--- config.mk ---
export PLATFORM = sky130hd
export DESIGN_NAME = tdm_tx
export DESIGN_NICKNAME = d
export VERILOG_FILES = /design/src/rtl/tdm_tx_pkg.sv /design/src/rtl/tdm_tx_buffer.sv /design/src/rtl/tdm_tx_timing.sv /design/src/rtl/tdm_tx_shifter.sv /design/src/rtl/tdm_tx.sv
export SDC_FILE = /design/constraint.sdc
export NUM_CORES = 1
export LEC_CHECK = 0
export BUFFER_PORTS_ARGS = -buffer_cell sky130_fd_sc_hd__buf_2
export CAP_MARGIN = 10
export CORE_AREA = 2 2 85 95
export DETAILED_ROUTE_END_ITERATION = 10
export DIE_AREA = 0 0 87 97
export GPL_TIMING_DRIVEN = 0
export HOLD_SLACK_MARGIN = 0.02
export PLACE_DENSITY = 0.61
export SYNTH_ARGS = -nofsm -noshare
export SYNTH_HDL_FRONTEND = slang
export SYNTH_SLANG_ARGS = --single-unit
--- constraint.sdc ---
create_clock -name clk -period 2.7 [get_ports clk]
set_input_delay 0 -clock clk [delete_from_list [all_inputs] [get_ports clk]]
set_output_delay 0 -clock clk [all_outputs]
set_load 0.03 [all_outputs]
--- src/rtl/tdm_tx_pkg.sv ---
// Shared types for the TDM transmitter.
package tdm_tx_pkg;
    // Content of the holding buffer: empty, a word to send, or a silent slot.
    typedef enum logic [1:0] {
        SK_NONE = 2'd0,
        SK_DATA = 2'd1,
        SK_IDLE = 2'd2
    } slot_kind_t;
endpackage

--- src/rtl/tdm_tx_buffer.sv ---
// One-entry holding buffer between the CPU writes and the shift register.
// It assumes wr_data and wr_idle are never asserted together.
// A write in the same cycle as a transfer wins: the shifter takes the old
// content and the new write is kept.
module tdm_tx_buffer
    import tdm_tx_pkg::*;
#(
    parameter int DW = 16
) (
    input  logic          clk,
    input  logic          rst_n,
    input  logic          wr_data,
    input  logic          wr_idle,
    input  logic [DW-1:0] wdata,
    input  logic          xfer,
    output logic [DW-1:0] buf_word,
    output slot_kind_t    buf_kind,
    output logic          tbe
);

    // Track the buffer content and the word stored in it.
    always_ff @(posedge clk) begin
        if (!rst_n) begin
            buf_kind <= SK_NONE;
            buf_word <= '0;
        end else if (wr_data) begin
            buf_kind <= SK_DATA;
            buf_word <= wdata;
        end else if (wr_idle) begin
            buf_kind <= SK_IDLE;
        end else if (xfer) begin
            buf_kind <= SK_NONE;
        end
    end

    assign tbe = (buf_kind == SK_NONE);

    AST_XFER_EMPTIES: assert property (@(posedge clk) disable iff (!rst_n)
        xfer && !wr_data && !wr_idle |=> tbe);

endmodule

--- src/rtl/tdm_tx_timing.sv ---
// Bit and slot sequencer. It works from the bit strobe and the frame sync.
// It assumes fsync is meaningful only together with bit_en.
// A frame sync always restarts slot 0, even in the middle of a word.
module tdm_tx_timing #(
    parameter int DW        = 16,
    parameter int MAX_SLOTS = 16,
    localparam int SW       = $clog2(MAX_SLOTS),
    localparam int CW       = $clog2(DW + 1)
) (
    input  logic          clk,
    input  logic          rst_n,
    input  logic          bit_en,
    input  logic          fsync,
    input  logic          network,
    input  logic          wlen16,
    input  logic [SW-1:0] slots_m1,
    output logic          slot_start,
    output logic          slot_first,
    output logic          shift_en,
    output logic          slot_stop,
    output logic          in_slot
);

    logic [CW-1:0] bit_cnt;
    logic [SW-1:0] slot_idx;
    logic [CW-1:0] wlen;
    logic          word_done;
    logic          more_slots;

    assign wlen       = wlen16 ? CW'(DW) : CW'(DW / 2);
    assign word_done  = in_slot && (bit_cnt == wlen);
    assign more_slots = network && (slot_idx < slots_m1);

    // Decode the slot events for this bit strobe.
    always_comb begin
        slot_first = bit_en && fsync;
        slot_start = bit_en && (fsync || (word_done && more_slots));
        shift_en   = bit_en && !fsync && in_slot && (bit_cnt < wlen);
        slot_stop  = bit_en && !fsync && word_done && !more_slots;
    end

    // Advance the bit count, the slot index and the in-slot flag.
    always_ff @(posedge clk) begin
        if (!rst_n) begin
            bit_cnt  <= '0;
            slot_idx <= '0;
            in_slot  <= 1'b0;
        end else if (slot_start) begin
            bit_cnt  <= CW'(1);
            slot_idx <= slot_first ? '0 : slot_idx + 1'b1;
            in_slot  <= 1'b1;
        end else if (shift_en) begin
            bit_cnt  <= bit_cnt + 1'b1;
        end else if (slot_stop) begin
            bit_cnt  <= '0;
            in_slot  <= 1'b0;
        end
    end

    AST_BIT_WINDOW: assert property (@(posedge clk) disable iff (!rst_n)
        in_slot |-> (bit_cnt != 0) && (bit_cnt <= wlen));
    AST_SINGLE_SLOT: assert property (@(posedge clk) disable iff (!rst_n)
        in_slot && !network |-> slot_idx == 0);

endmodule

--- src/rtl/tdm_tx_shifter.sv ---
// Transmit shift register and pad enable.
// At each slot start it loads the buffered word, left-aligned, from the
// buffer content. It drives only for data slots. Data goes out MSB first.
module tdm_tx_shifter
    import tdm_tx_pkg::*;
#(
    parameter int DW = 16
) (
    input  logic          clk,
    input  logic          rst_n,
    input  logic          slot_start,
    input  logic          shift_en,
    input  logic          slot_stop,
    input  logic          wlen16,
    input  slot_kind_t    buf_kind,
    input  logic [DW-1:0] buf_word,
    output logic          sd_out,
    output logic          sd_oe
);

    logic [DW-1:0] shreg;

    // Load at slot start, shift per bit, release the pad at the end of a frame.
    always_ff @(posedge clk) begin
        if (!rst_n) begin
            shreg <= '0;
            sd_oe <= 1'b0;
        end else if (slot_start) begin
            sd_oe <= (buf_kind == SK_DATA);
            shreg <= wlen16 ? buf_word
                            : {buf_word[DW/2-1:0], {(DW/2){1'b0}}};
        end else if (shift_en) begin
            shreg <= {shreg[DW-2:0], 1'b0};
        end else if (slot_stop) begin
            sd_oe <= 1'b0;
        end
    end

    assign sd_out = sd_oe & shreg[DW-1];

    AST_SILENT_UNLESS_DATA: assert property (@(posedge clk) disable iff (!rst_n)
        slot_start && (buf_kind != SK_DATA) |=> !sd_oe);

endmodule

--- src/rtl/tdm_tx.sv ---
// TDM serial transmitter top. It connects the holding buffer, the slot
// sequencer and the shifter, and keeps the slot-zero, underrun and
// interrupt outputs. All inputs are synchronous to clk. The configuration
// is assumed stable while a frame is in progress.
module tdm_tx
    import tdm_tx_pkg::*;
#(
    parameter int DW        = 16,
    parameter int MAX_SLOTS = 16,
    localparam int SW       = $clog2(MAX_SLOTS)
) (
    input  logic          clk,
    input  logic          rst_n,
    input  logic          bit_en,
    input  logic          fsync,
    input  logic          cfg_network,
    input  logic          cfg_wlen16,
    input  logic [SW-1:0] cfg_slots_m1,
    input  logic          irq_en,
    input  logic          wr_data,
    input  logic          wr_idle,
    input  logic [DW-1:0] wdata,
    output logic          sd_out,
    output logic          sd_oe,
    output logic          tfs,
    output logic          tbe,
    output logic          underflow,
    output logic          irq
);

    logic          slot_start;
    logic          slot_first;
    logic          shift_en;
    logic          slot_stop;
    logic          in_slot;
    logic [DW-1:0] buf_word;
    slot_kind_t    buf_kind;

    tdm_tx_buffer #(.DW(DW)) u_buffer (
        .clk      (clk),
        .rst_n    (rst_n),
        .wr_data  (wr_data),
        .wr_idle  (wr_idle),
        .wdata    (wdata),
        .xfer     (slot_start),
        .buf_word (buf_word),
        .buf_kind (buf_kind),
        .tbe      (tbe)
    );

    tdm_tx_timing #(.DW(DW), .MAX_SLOTS(MAX_SLOTS)) u_timing (
        .clk        (clk),
        .rst_n      (rst_n),
        .bit_en     (bit_en),
        .fsync      (fsync),
        .network    (cfg_network),
        .wlen16     (cfg_wlen16),
        .slots_m1   (cfg_slots_m1),
        .slot_start (slot_start),
        .slot_first (slot_first),
        .shift_en   (shift_en),
        .slot_stop  (slot_stop),
        .in_slot    (in_slot)
    );

    tdm_tx_shifter #(.DW(DW)) u_shifter (
        .clk        (clk),
        .rst_n      (rst_n),
        .slot_start (slot_start),
        .shift_en   (shift_en),
        .slot_stop  (slot_stop),
        .wlen16     (cfg_wlen16),
        .buf_kind   (buf_kind),
        .buf_word   (buf_word),
        .sd_out     (sd_out),
        .sd_oe      (sd_oe)
    );

    // Slot-zero flag: set by the first slot of a frame, cleared by the next slot.
    always_ff @(posedge clk) begin
        if (!rst_n) begin
            tfs <= 1'b0;
        end else if (slot_start) begin
            tfs <= slot_first;
        end
    end

    // Underrun status: latched per slot from the buffer state at its start.
    always_ff @(posedge clk) begin
        if (!rst_n) begin
            underflow <= 1'b0;
        end else if (slot_start) begin
            underflow <= (buf_kind == SK_NONE);
        end else if (slot_stop) begin
            underflow <= 1'b0;
        end
    end

    assign irq = tbe & irq_en;

    AST_UNDERRUN_SILENT: assert property (@(posedge clk) disable iff (!rst_n)
        underflow |-> !sd_oe);
    AST_TFS_ONLY_AT_START: assert property (@(posedge clk) disable iff (!rst_n)
        !slot_start |=> $stable(tfs));
    AST_DRIVE_IN_SLOT: assert property (@(posedge clk) disable iff (!rst_n)
        sd_oe |-> in_slot);

endmodule

==> results of run 1 <==
-- worst max-delay path: cells and delay by family --
kind	cells	cell delay [ps]
buf+inv	5	1630
fa+ha+maj	1	330
compound gates	1	290
simple gates	2	220
mux	1	110
-- metrics by stage --
| stage | TNS [ps] | instances | cell area (um2) |
|---|---|---|---|
| global route | 0 | 442 | 3130 |
| finish | 0 | 442 | 3130 |
| global placement | 0 | 416 | 2810 |
| CTS | 0 | 442 | 3130 |
| floorplan | 0 | 297 | 2540 |
| detailed placement | -12.9 | 416 | 2810 |
-- cell usage after synthesis (all sizes together), types with 6 or more instances --
library cell | instances | area, um2
a21oi | 6 | 30.0
dfxtp | 47 | 941
nand2 | 17 | 63.8
mux2i | 32 | 320
buf | 7 | 43.8
inv | 23 | 86.3
nor4 | 14 | 87.6
ha | 8 | 100
mux2 | 8 | 90.1
o21ai | 23 | 115
a31oi | 19 | 119
nand3 | 15 | 87.6
clkbuf | 17 | 63.8
nor2 | 21 | 78.8
-- path summary, 6_finish.rpt --
path	start	to	slack [ps]	cells past startpoint
worst max-delay path	cfg_wlen16	u_shifter.shreg[8]	310	10
worst min-delay path	rst_n	u_timing.slot_idx[1]	30	3
worst max register to register	u_timing.bit_cnt[3]	u_shifter.shreg[8]	610	8
worst min register to register	tfs	tfs	480	2
-- final cells by class --
cell class              instances  area, um2  area share
multi-input cells             203       1400       0.449
flip-flops and latches         47        941       0.301
repair buffers                 50        340       0.109
well taps                      87        109      0.0348
plain buffers                  24        108      0.0344
inverters                      23       86.3      0.0276
clock inverters                 3       71.3      0.0228
clock buffers                   5       68.8      0.0220
-- state kept, by name, summed over array words and instances, names as in the netlist --
register and flops:
underflow 1, u_timing.slot_idx 4, u_timing.bit_cnt 5, u_buffer.buf_word 16, u_timing.in_slot 1, u_shifter.shreg 16, u_buffer.buf_kind 2, tfs 1
u_shifter.sd_oe 1
-- cells by family after synthesis --
logic type / count (synthesis) / share of synthesized area
AO/OA/AOI/OAI: 65 / 0.161
XOR/XNOR: 1 / 0.00345
adder cells (fa/ha/maj): 8 / 0.0394
buffers and inverters: 47 / 0.0764
flip-flops: 47 / 0.371
multiplexers: 40 / 0.162
AND/OR/NAND/NOR: 89 / 0.187
-- report_power, final --
group	switching, mW	internal [mW]
clock	0.266	0.376
combinational	0.114	0.0936
sequential	0.0195	0.720
-- layer usage --
| layer | up-vias | part of all wire | track usage | wire length, um |
|---|---|---|---|---|
| met5 | - | 0 | 0 | 0 |
| met4 | 0 | 0.026 | 0.0769 | 162 |
| met3 | 13 | 0.030 | 0.0273 | 185 |
| met2 | 48 | 0.49 | 0.251 | 3020 |
| met1 | 1126 | 0.46 | 0.199 | 2840 |
| li1 | 1189 | - | - | - |
==> impl_metrics.ini, run 1 <==
[final_layout]
fin_nets = 391
layout_common_cells = dfxtp_1 (47), buf_2 (37), mux2i_1 (32), inv_1 (23), o21ai_0 (22)
fin_util = 0.423
drive_gt1_frac = 0.166
n_antenna_cell = 0
mostFrequentLayoutCell = dfxtp_1
fill_cells = 729
syn2layout_area_growth_pct = 23.2

[critical_path]
timing.critical_path.mode_cell = clkbuf_1
endpoint_kind = register
start_kind = input port
crit_type = input port to register
arrival_ps = 2590
crit_chain = clkbuf_1, clkbuf_1, inv_1, ha_1, nor2b_1, clkbuf_1, clkbuf_1, nor4_1, o21ai_0, mux2i_1
cpPeakStageDelay_ps = 410
cp.required_ps = 2900
cpMaxStageDelayCell = clkbuf_1
worstPathMaxFanout = 10

[clocking]
clock-root-buffer = clkbuf_8
cts_resized = 0
cts_tree = done
cts_setup_buffers = 0
h-tree-depth = 2
clock_latency_ps = 310
cts_max_path_buffers = 2
hold_buffers = 18
clk_pin_slew_worst_paths_ps = 100
cts_made_buffers = 5
clock-sinks = 47

[route]
drt_iter0_drc = 126
drc = 0
wl_um = 6210
ant_nets = 0
vias_per_cell = 5.38
wl_per_cell_um = 14.0
vias = 2376
drtPass1Iterations = 4

[global_routing]
grt_max_degree = 17
grt_usage = 0.156
grt_pass1_vias = 2305
antenna_found_initial = 0
grt_pass1_wl_um = 10800
grt_overflow = 0

[sta]
fmax_mhz = 418
slew_violations = 0
relSlewSlack = 0.657
tightest_slew_ps = 515
rsz0062_at_grt = no
fin_skew_ps = 11.8
finalHoldViolations = 0
fin_crit_sh = 0.887
hold_slack_ps = 34.5
finalCriticalPeriod_ps = 2390
fin_ws_ps = 306
setup_violations = 0

[placed_design]
port_buffers = 32
place_congestion = 0.873
dp_hpwl_um = 4380
place_ws_ps = -12.9

[synthesis]
synth_edf_count = 0
syn_inst = 297
synth_warnings = 0
synth_flop_cell = dfxtp_1
ys_ff_latch = 47
synth_nets = 334
syn-cell-area_um2 = 2540
synth_seq_area_share = 0.371
synth_cell_types = 47
synthArstFlopShare = 0
avgSynthCellArea_um2 = 8.55

[hold_path]
min_path_type = input port to register

[power]
power-per-cell-area_nw_per_um2 = 508
finalPower_mw = 1.59
p_leak_nw = 1.25
ir_worst_vdd_mv = 0.312

[run_status]
status = completed

[floorplanning]
core_area_um2 = 7390
die_w_um = 87
start_util = 0.343
die_h_um = 97
rows = 33
io_pins = 35
die_area_um2 = 8440

[flow_run]
maxCapViolations = 0
Note: power is estimated with default switching activity, not from simulation.
==> run 2: changes to the inputs <==
--- a/config.mk
+++ b/config.mk
@@ -7,12 +7,13 @@
 export LEC_CHECK = 0
 export BUFFER_PORTS_ARGS = -buffer_cell sky130_fd_sc_hd__buf_2
 export CAP_MARGIN = 10
-export CORE_AREA = 2 2 85 95
+export CORE_AREA = 2 2 82 92
 export DETAILED_ROUTE_END_ITERATION = 10
-export DIE_AREA = 0 0 87 97
+export DIE_AREA = 0 0 84 94
 export GPL_TIMING_DRIVEN = 0
 export HOLD_SLACK_MARGIN = 0.02
 export PLACE_DENSITY = 0.61
 export SYNTH_ARGS = -nofsm -noshare
 export SYNTH_HDL_FRONTEND = slang
+export SYNTH_HIERARCHICAL = 1
 export SYNTH_SLANG_ARGS = --single-unit
==> run 2 against run 1 <==
Die area down 6.4%. Clock power down 29%. Maximum frequency is 2.3% higher. Worst hold slack better by 21 ps. Core utilization fell by 0.38 points. Sequential share of layout area up 2.3 points. Register-to-register slack worse by 250 ps. Area after synthesis is 7.0% lower. Synthesized cell count is 21% lower. Non-clock buffer count down 11. Sequential power about the same. Largest power group unchanged. Highest routed layer unchanged.
==> impl_metrics.ini, run 2 <==
[flow_run]
maxCapViolations = 0

[route]
vias_per_cell = 4.94
drc = 0
drt_iter0_drc = 54
wl_um = 5000
drtPass1Iterations = 6
vias = 1867
wl_per_cell_um = 13.2
ant_nets = 0

[synthesis]
synth_flop_cell = dfxtp_1
ys_top_cells_by_area = dfxtp_1 (40%), mux2i_1 (17%), nor2b_1 (5.6%)
synth_top_area_share = 0.399
synthArstFlopShare = 0
synth_edf_count = 0
syn-cell-area_um2 = 2360
synth_nets = 272
syn_inst = 235
synth.most_common_cell = dfxtp_1
ys_ff_latch = 47
avgSynthCellArea_um2 = 10.0
synth_seq_area_share = 0.399
synth_top_area_cell = dfxtp_1
synth_cell_types = 49
synthTopCellsByCount = dfxtp_1 (47), mux2i_1 (40), nor2b_1 (21), nand3_1 (11), inv_1 (10)
synth_warnings = 6

[clocking]
clk_pin_slew_worst_paths_ps = 90
cts_tree = done
clock_latency_ps = 300
h-tree-depth = 2
clock-sinks = 47
clock-root-buffer = clkbuf_8
cts_made_buffers = 5
cts_setup_buffers = 0
cts_max_path_buffers = 2

[power]
power-per-cell-area_nw_per_um2 = 474
ir_worst_vdd_mv = 0.351
p_leak_nw = 1.18

[sta]
setup_tns_ps = 0
fin_ws_ps = 359
rsz0062_at_grt = no
fin_crit_sh = 0.867
slew_violations = 0
fmax_mhz = 427
fin_skew_ps = 6.78
relSlewSlack = 0.602
finalHoldViolations = 0
finalCriticalPeriod_ps = 2340
tightest_slew_ps = 595
hold_slack_ps = 55.0
setup_violations = 0

[final_layout]
register_area_um2 = 941
syn2layout_area_growth_pct = 23.1
fin_nets = 329
top_regs = u_buffer/buf_word: 16 flops, u_shifter/shreg: 16 flops, u_timing/bit_cnt: 5 flops
drive_gt1_frac = 0.198
fill_cells = 688
instances_no_fill = 378
multi_input_area_um2 = 1250
mostFrequentLayoutCell = dfxtp_1
n_antenna_cell = 0
layout_common_cells = dfxtp_1 (47), mux2i_1 (40), buf_2 (34), nor2b_1 (21), dlygate4sd3_1 (17)

[critical_path]
endpoint_kind = register
crit_type = register to register
reg2reg_slack_ps = 360
cp-startpoint = u_timing/slot_idx[1]
r2r_end = u_shifter/shreg[11]
critical_path.endpoint = u_shifter/shreg[11]
start_kind = register
worstPathMaxFanout = 10
r2r-start = u_timing/slot_idx[1]
cp.required_ps = 2930
ff2ff_path_depth = 8
arrival_ps = 2570

[global_routing]
grt_max_degree = 17
grt_pass1_wl_um = 8720
grt_overflow = 0
antenna_found_initial = 0
grt_pass1_vias = 1880
grt_usage = 0.136

[floorplanning]
start_util = 0.341
die_h_um = 94
die_area_um2 = 7900
die_w_um = 84
io_pins = 35
rows = 32
core_area_um2 = 6930

[hold_path]
min_path_type = input port to register

[placed_design]
placed_cells = 353
place_congestion = 0.759
place_ws_ps = -136
port_buffers = 33
dp_hpwl_um = 3600

[run_status]
status = completed
## run 2: cell types whose count changed after synthesis, moves of 14 or more
| cell | before | now |
|---|---|---|
| nor2b_1 | 2 | 21 |
| nor4_1 | 14 | 0 |
| clkbuf_1 | 17 | 2 |
| nor2_1 | 21 | 4 |
| a31oi_1 | 19 | 1 |
| o21ai_0 | 22 | 7 |
## run 2: repair_timing
action | in CTS | in global routing
hold buffers | 17 | 0
setup endpoints to repair | 15 | 16
hold endpoints to repair | 17 | 0
gates resized for setup | 1 | 1
## run 2: cells by family (layout without fill, tap and decap cells)
family	count (synthesis)	after routing	synth area share
xor gates and xnor gates	1	1	0.00371
and+or+nand+nor	70	70	0.183
DFF	47	47	0.399
adders and majority gates	8	8	0.0424
muxes	40	40	0.170
AOI/OAI and AO/OA	45	45	0.129
buffers and inverters	24	82	0.0737
## run 2: report_power, final
part | switching, mW | total, mW | internal [mW] | leakage [nW]
Sequential | 0.0179 | 0.736 | 0.718 | 0.384
Combinational | 0.0913 | 0.187 | 0.0962 | 0.746
Clock | 0.245 | 0.455 | 0.209 | 0.0474
Total | 0.355 | 1.38 | 1.02 | 1.18
## run 2: worst min path at each step
stage	endpoint	slack [ps]	depth (start not counted)	startpoint
after floorplan	u_timing/in_slot	120	1	rst_n
after global placement	u_buffer/buf_word[15]	250	3	wdata[15]
after detailed placement	u_buffer/buf_word[14]	270	3	wdata[14]
after CTS	u_buffer/buf_word[11]	50	3	wr_data
after global routing	u_buffer/buf_word[11]	80	3	wr_data
final	u_buffer/buf_word[11]	50	3	wr_data
## run 2: layout make-up
type                    count  share of cell area
multi-input cells         164               0.430
repair buffers             50               0.115
inverters                  11              0.0146
plain buffers              13              0.0452
flip-flops and latches     47               0.324
clock buffers               6              0.0284
clock inverters             2             0.00560
well taps                  85              0.0366
## run 2: routing by layer
layer | routed length [um] | vias to the layer above | part of all wire | GRT usage
met4 | 78 | 0 | 0.016 | 0.0484
met2 | 2390 | 24 | 0.48 | 0.233
met3 | 136 | 6 | 0.027 | 0.0228
met1 | 2390 | 875 | 0.48 | 0.173
li1 | - | 962 | - | -
met5 | 0 | - | 0 | 0
## run 2: critical path, cell delays in order (launching register included)
cell and delay, ps:
dfxtp_1 380, ha_1 240, o211ai_1 200, o211ai_1 290, o21ai_2 420, buf_4 260, buf_8 140, nand2_1 170
o22ai_1 170
## run 2: metrics by stage
stage               utilization  power (mW)  cell area, um2
floorplan                     -       0.864            2360
global placement          0.380       0.919            2630
detailed placement        0.380       0.922            2630
CTS                       0.419        1.40            2900
global route              0.419        1.45            2910
finish                    0.419        1.38            2910
==> run 3: changes to the inputs <==
--- a/config.mk
+++ b/config.mk
@@ -5,14 +5,14 @@
 export SDC_FILE = /design/constraint.sdc
 export NUM_CORES = 1
 export LEC_CHECK = 0
-export BUFFER_PORTS_ARGS = -buffer_cell sky130_fd_sc_hd__buf_2
+export BUFFER_PORTS_ARGS = -buffer_cell sky130_fd_sc_hd__buf_4
 export CAP_MARGIN = 10
 export CORE_AREA = 2 2 82 92
 export DETAILED_ROUTE_END_ITERATION = 10
 export DIE_AREA = 0 0 84 94
 export GPL_TIMING_DRIVEN = 0
 export HOLD_SLACK_MARGIN = 0.02
-export PLACE_DENSITY = 0.61
+export PLACE_DENSITY = 0.63
 export SYNTH_ARGS = -nofsm -noshare
 export SYNTH_HDL_FRONTEND = slang
 export SYNTH_HIERARCHICAL = 1
==> constraint.sdc (replaced) <==
create_clock -name clk -period 1.9 [get_ports clk]
set_input_delay 0 -clock clk [delete_from_list [all_inputs] [get_ports clk]]
set_output_delay 0 -clock clk [all_outputs]
set_load 0.03 [all_outputs]
==> run 3 against run 2 <==
The flow now finishes with violations (setup timing). Final area is 16% higher. Clock skew is 4.0 ps higher. Non-clock buffer count is 18 higher. Via count is 3.4% higher. Die area stayed put. Power is 44% higher. Maximum frequency is 20% higher. Routed wire length is 3.9% higher. Sequential power is 43% higher. Core utilization is 6.8 points higher. Critical path type unchanged.
==> impl_metrics.ini, run 3 (synthesized netlist as in run 2, its figures left out) <==
[clocking]
clock-root-buffer = clkbuf_8
clock-sinks = 47
clk_pin_slew_worst_paths_ps = 90
cts_made_buffers = 5
clock_latency_ps = 300
cts_tree = done
h-tree-depth = 2
cts_max_path_buffers = 2

[global_routing]
grt_pass1_wl_um = 8550
grt_max_degree = 17
grt_overflow = 0
grt_usage = 0.132
antenna_found_initial = 0
grt_pass1_vias = 1888

[power]
p_leak_nw = 1.36
ir_worst_vdd_mv = 0.437
power-per-cell-area_nw_per_um2 = 587

[critical_path]
cp-startpoint = u_timing/bit_cnt[4]
r2r-start = u_timing/bit_cnt[4]
worstPathMaxFanout = 6
cpPeakStageDelay_ps = 470
critPathTopFamily = simple AND/OR/NAND/NOR gates
cpMaxStageDelayCell = or4_4
arrival_ps = 2160
crit_type = register to register
start_kind = register
crit_chain = ha_4, nor2b_4, or4_4, clkinv_8, buf_12, buf_6, mux2i_1, o21ai_1, and2_1
crit_buf_inv = 3
cp.required_ps = 2100
endpoint_kind = register

[sta]
slew_violations = 0
fin_ws_ps = -53.3
finalHoldViolations = 0
fmax_mhz = 512
fin_crit_sh = 1.03
relSlewSlack = 0.725
finalCriticalPeriod_ps = 1950
rsz0062_at_grt = yes
fin_skew_ps = 10.8
setup_violations = 10
tightest_slew_ps = 411
setup_tns_ps = -271

[route]
wl_um = 5190
vias = 1931
drt_iter0_drc = 50
wl_per_cell_um = 13.1
drc = 0
ant_nets = 0
vias_per_cell = 4.88
drtPass1Iterations = 4

[hold_path]
min_from = wr_data
min_path_type = input port to register

[final_layout]
layout_common_cells = buf_4 (47), dfxtp_1 (42), mux2i_1 (38), nor2b_1 (20), dlygate4sd3_1 (18)
n_antenna_cell = 0
fin_nets = 347
drive_gt1_frac = 0.334
multi_input_area_um2 = 1410
syn2layout_area_growth_pct = 43.0
fill_cells = 635
mostFrequentLayoutCell = buf_4
top_regs = u_buffer/buf_word: 16 flops, u_shifter/shreg: 16 flops, u_timing/bit_cnt: 5 flops
register_area_um2 = 950

[placed_design]
place_congestion = 0.760
dp_hpwl_um = 3560
port_buffers = 33
place_ws_ps = -325

[flow_run]
maxCapViolations = 0

[run_status]
status = finished, violations left
violations = setup timing

[floorplanning]
io_pins = 35
rows = 32
die_w_um = 84
core_area_um2 = 6930
start_util = 0.341
die_area_um2 = 7900
die_h_um = 94
run 3: stage by stage:
step	total power [mW]	instance area, um2	utilization	cells	hold WS (ps)
CTS	1.99	3190	0.460	388	40.3
finish	1.98	3380	0.487	396	57.1
global route	2.08	3380	0.487	396	70.9
global placement	1.33	2770	0.399	353	254
detailed placement	1.33	2770	0.399	353	261
floorplan	1.23	2410	-	235	117
run 3: final cells by class:
type | count | area share
flip-flops and latches | 47 | 0.281
repair buffers | 70 | 0.188
inverters | 11 | 0.0159
well taps | 85 | 0.0315
plain buffers | 11 | 0.0411
clock buffers | 5 | 0.0204
clock inverters | 3 | 0.00556
multi-input cells | 164 | 0.417
run 3: power breakdown:
part	switching, mW	internal [mW]
Clock	0.342	0.259
Combinational	0.144	0.188
Sequential	0.0285	1.02
run 3: final timing paths:
check                           to  cells after the start  slack (ps)
max             u_shifter/shreg[7]                      9         -50
min          u_buffer/buf_word[11]                      3          60
max reg2reg     u_shifter/shreg[7]                      9         -50
min reg2reg   u_timing/slot_idx[2]                      2         520
run 3: metal layers:
metal	global-route usage	part of all wire	up-vias	wire length [um]
li1	-	-	992	-
met2	0.237	0.51	30	2660
met4	0.0430	0.012	0	64
met1	0.158	0.46	902	2370
met5	0	0	-	0
met3	0.0246	0.019	7	101
run 3: worst register-to-register path, cell delays in order, from the launching register on:
cell and delay [ps]:
dfxtp_2 360, ha_4 200, nor2b_4 120, or4_4 470
clkinv_8 70, buf_12 120, buf_6 90, mux2i_1 210
o21ai_1 70, and2_1 150
run 3: what timing repair did:
action | in CTS | in global routing
resized for setup | 10 | 29
endpoints found under the setup margin | 24 | 28
hold buffers | 18 | 0
hold endpoints to repair | 21 | 0
pin swaps | 4 | 16
cloned | 1 | 1
setup buffers | 9 | 10
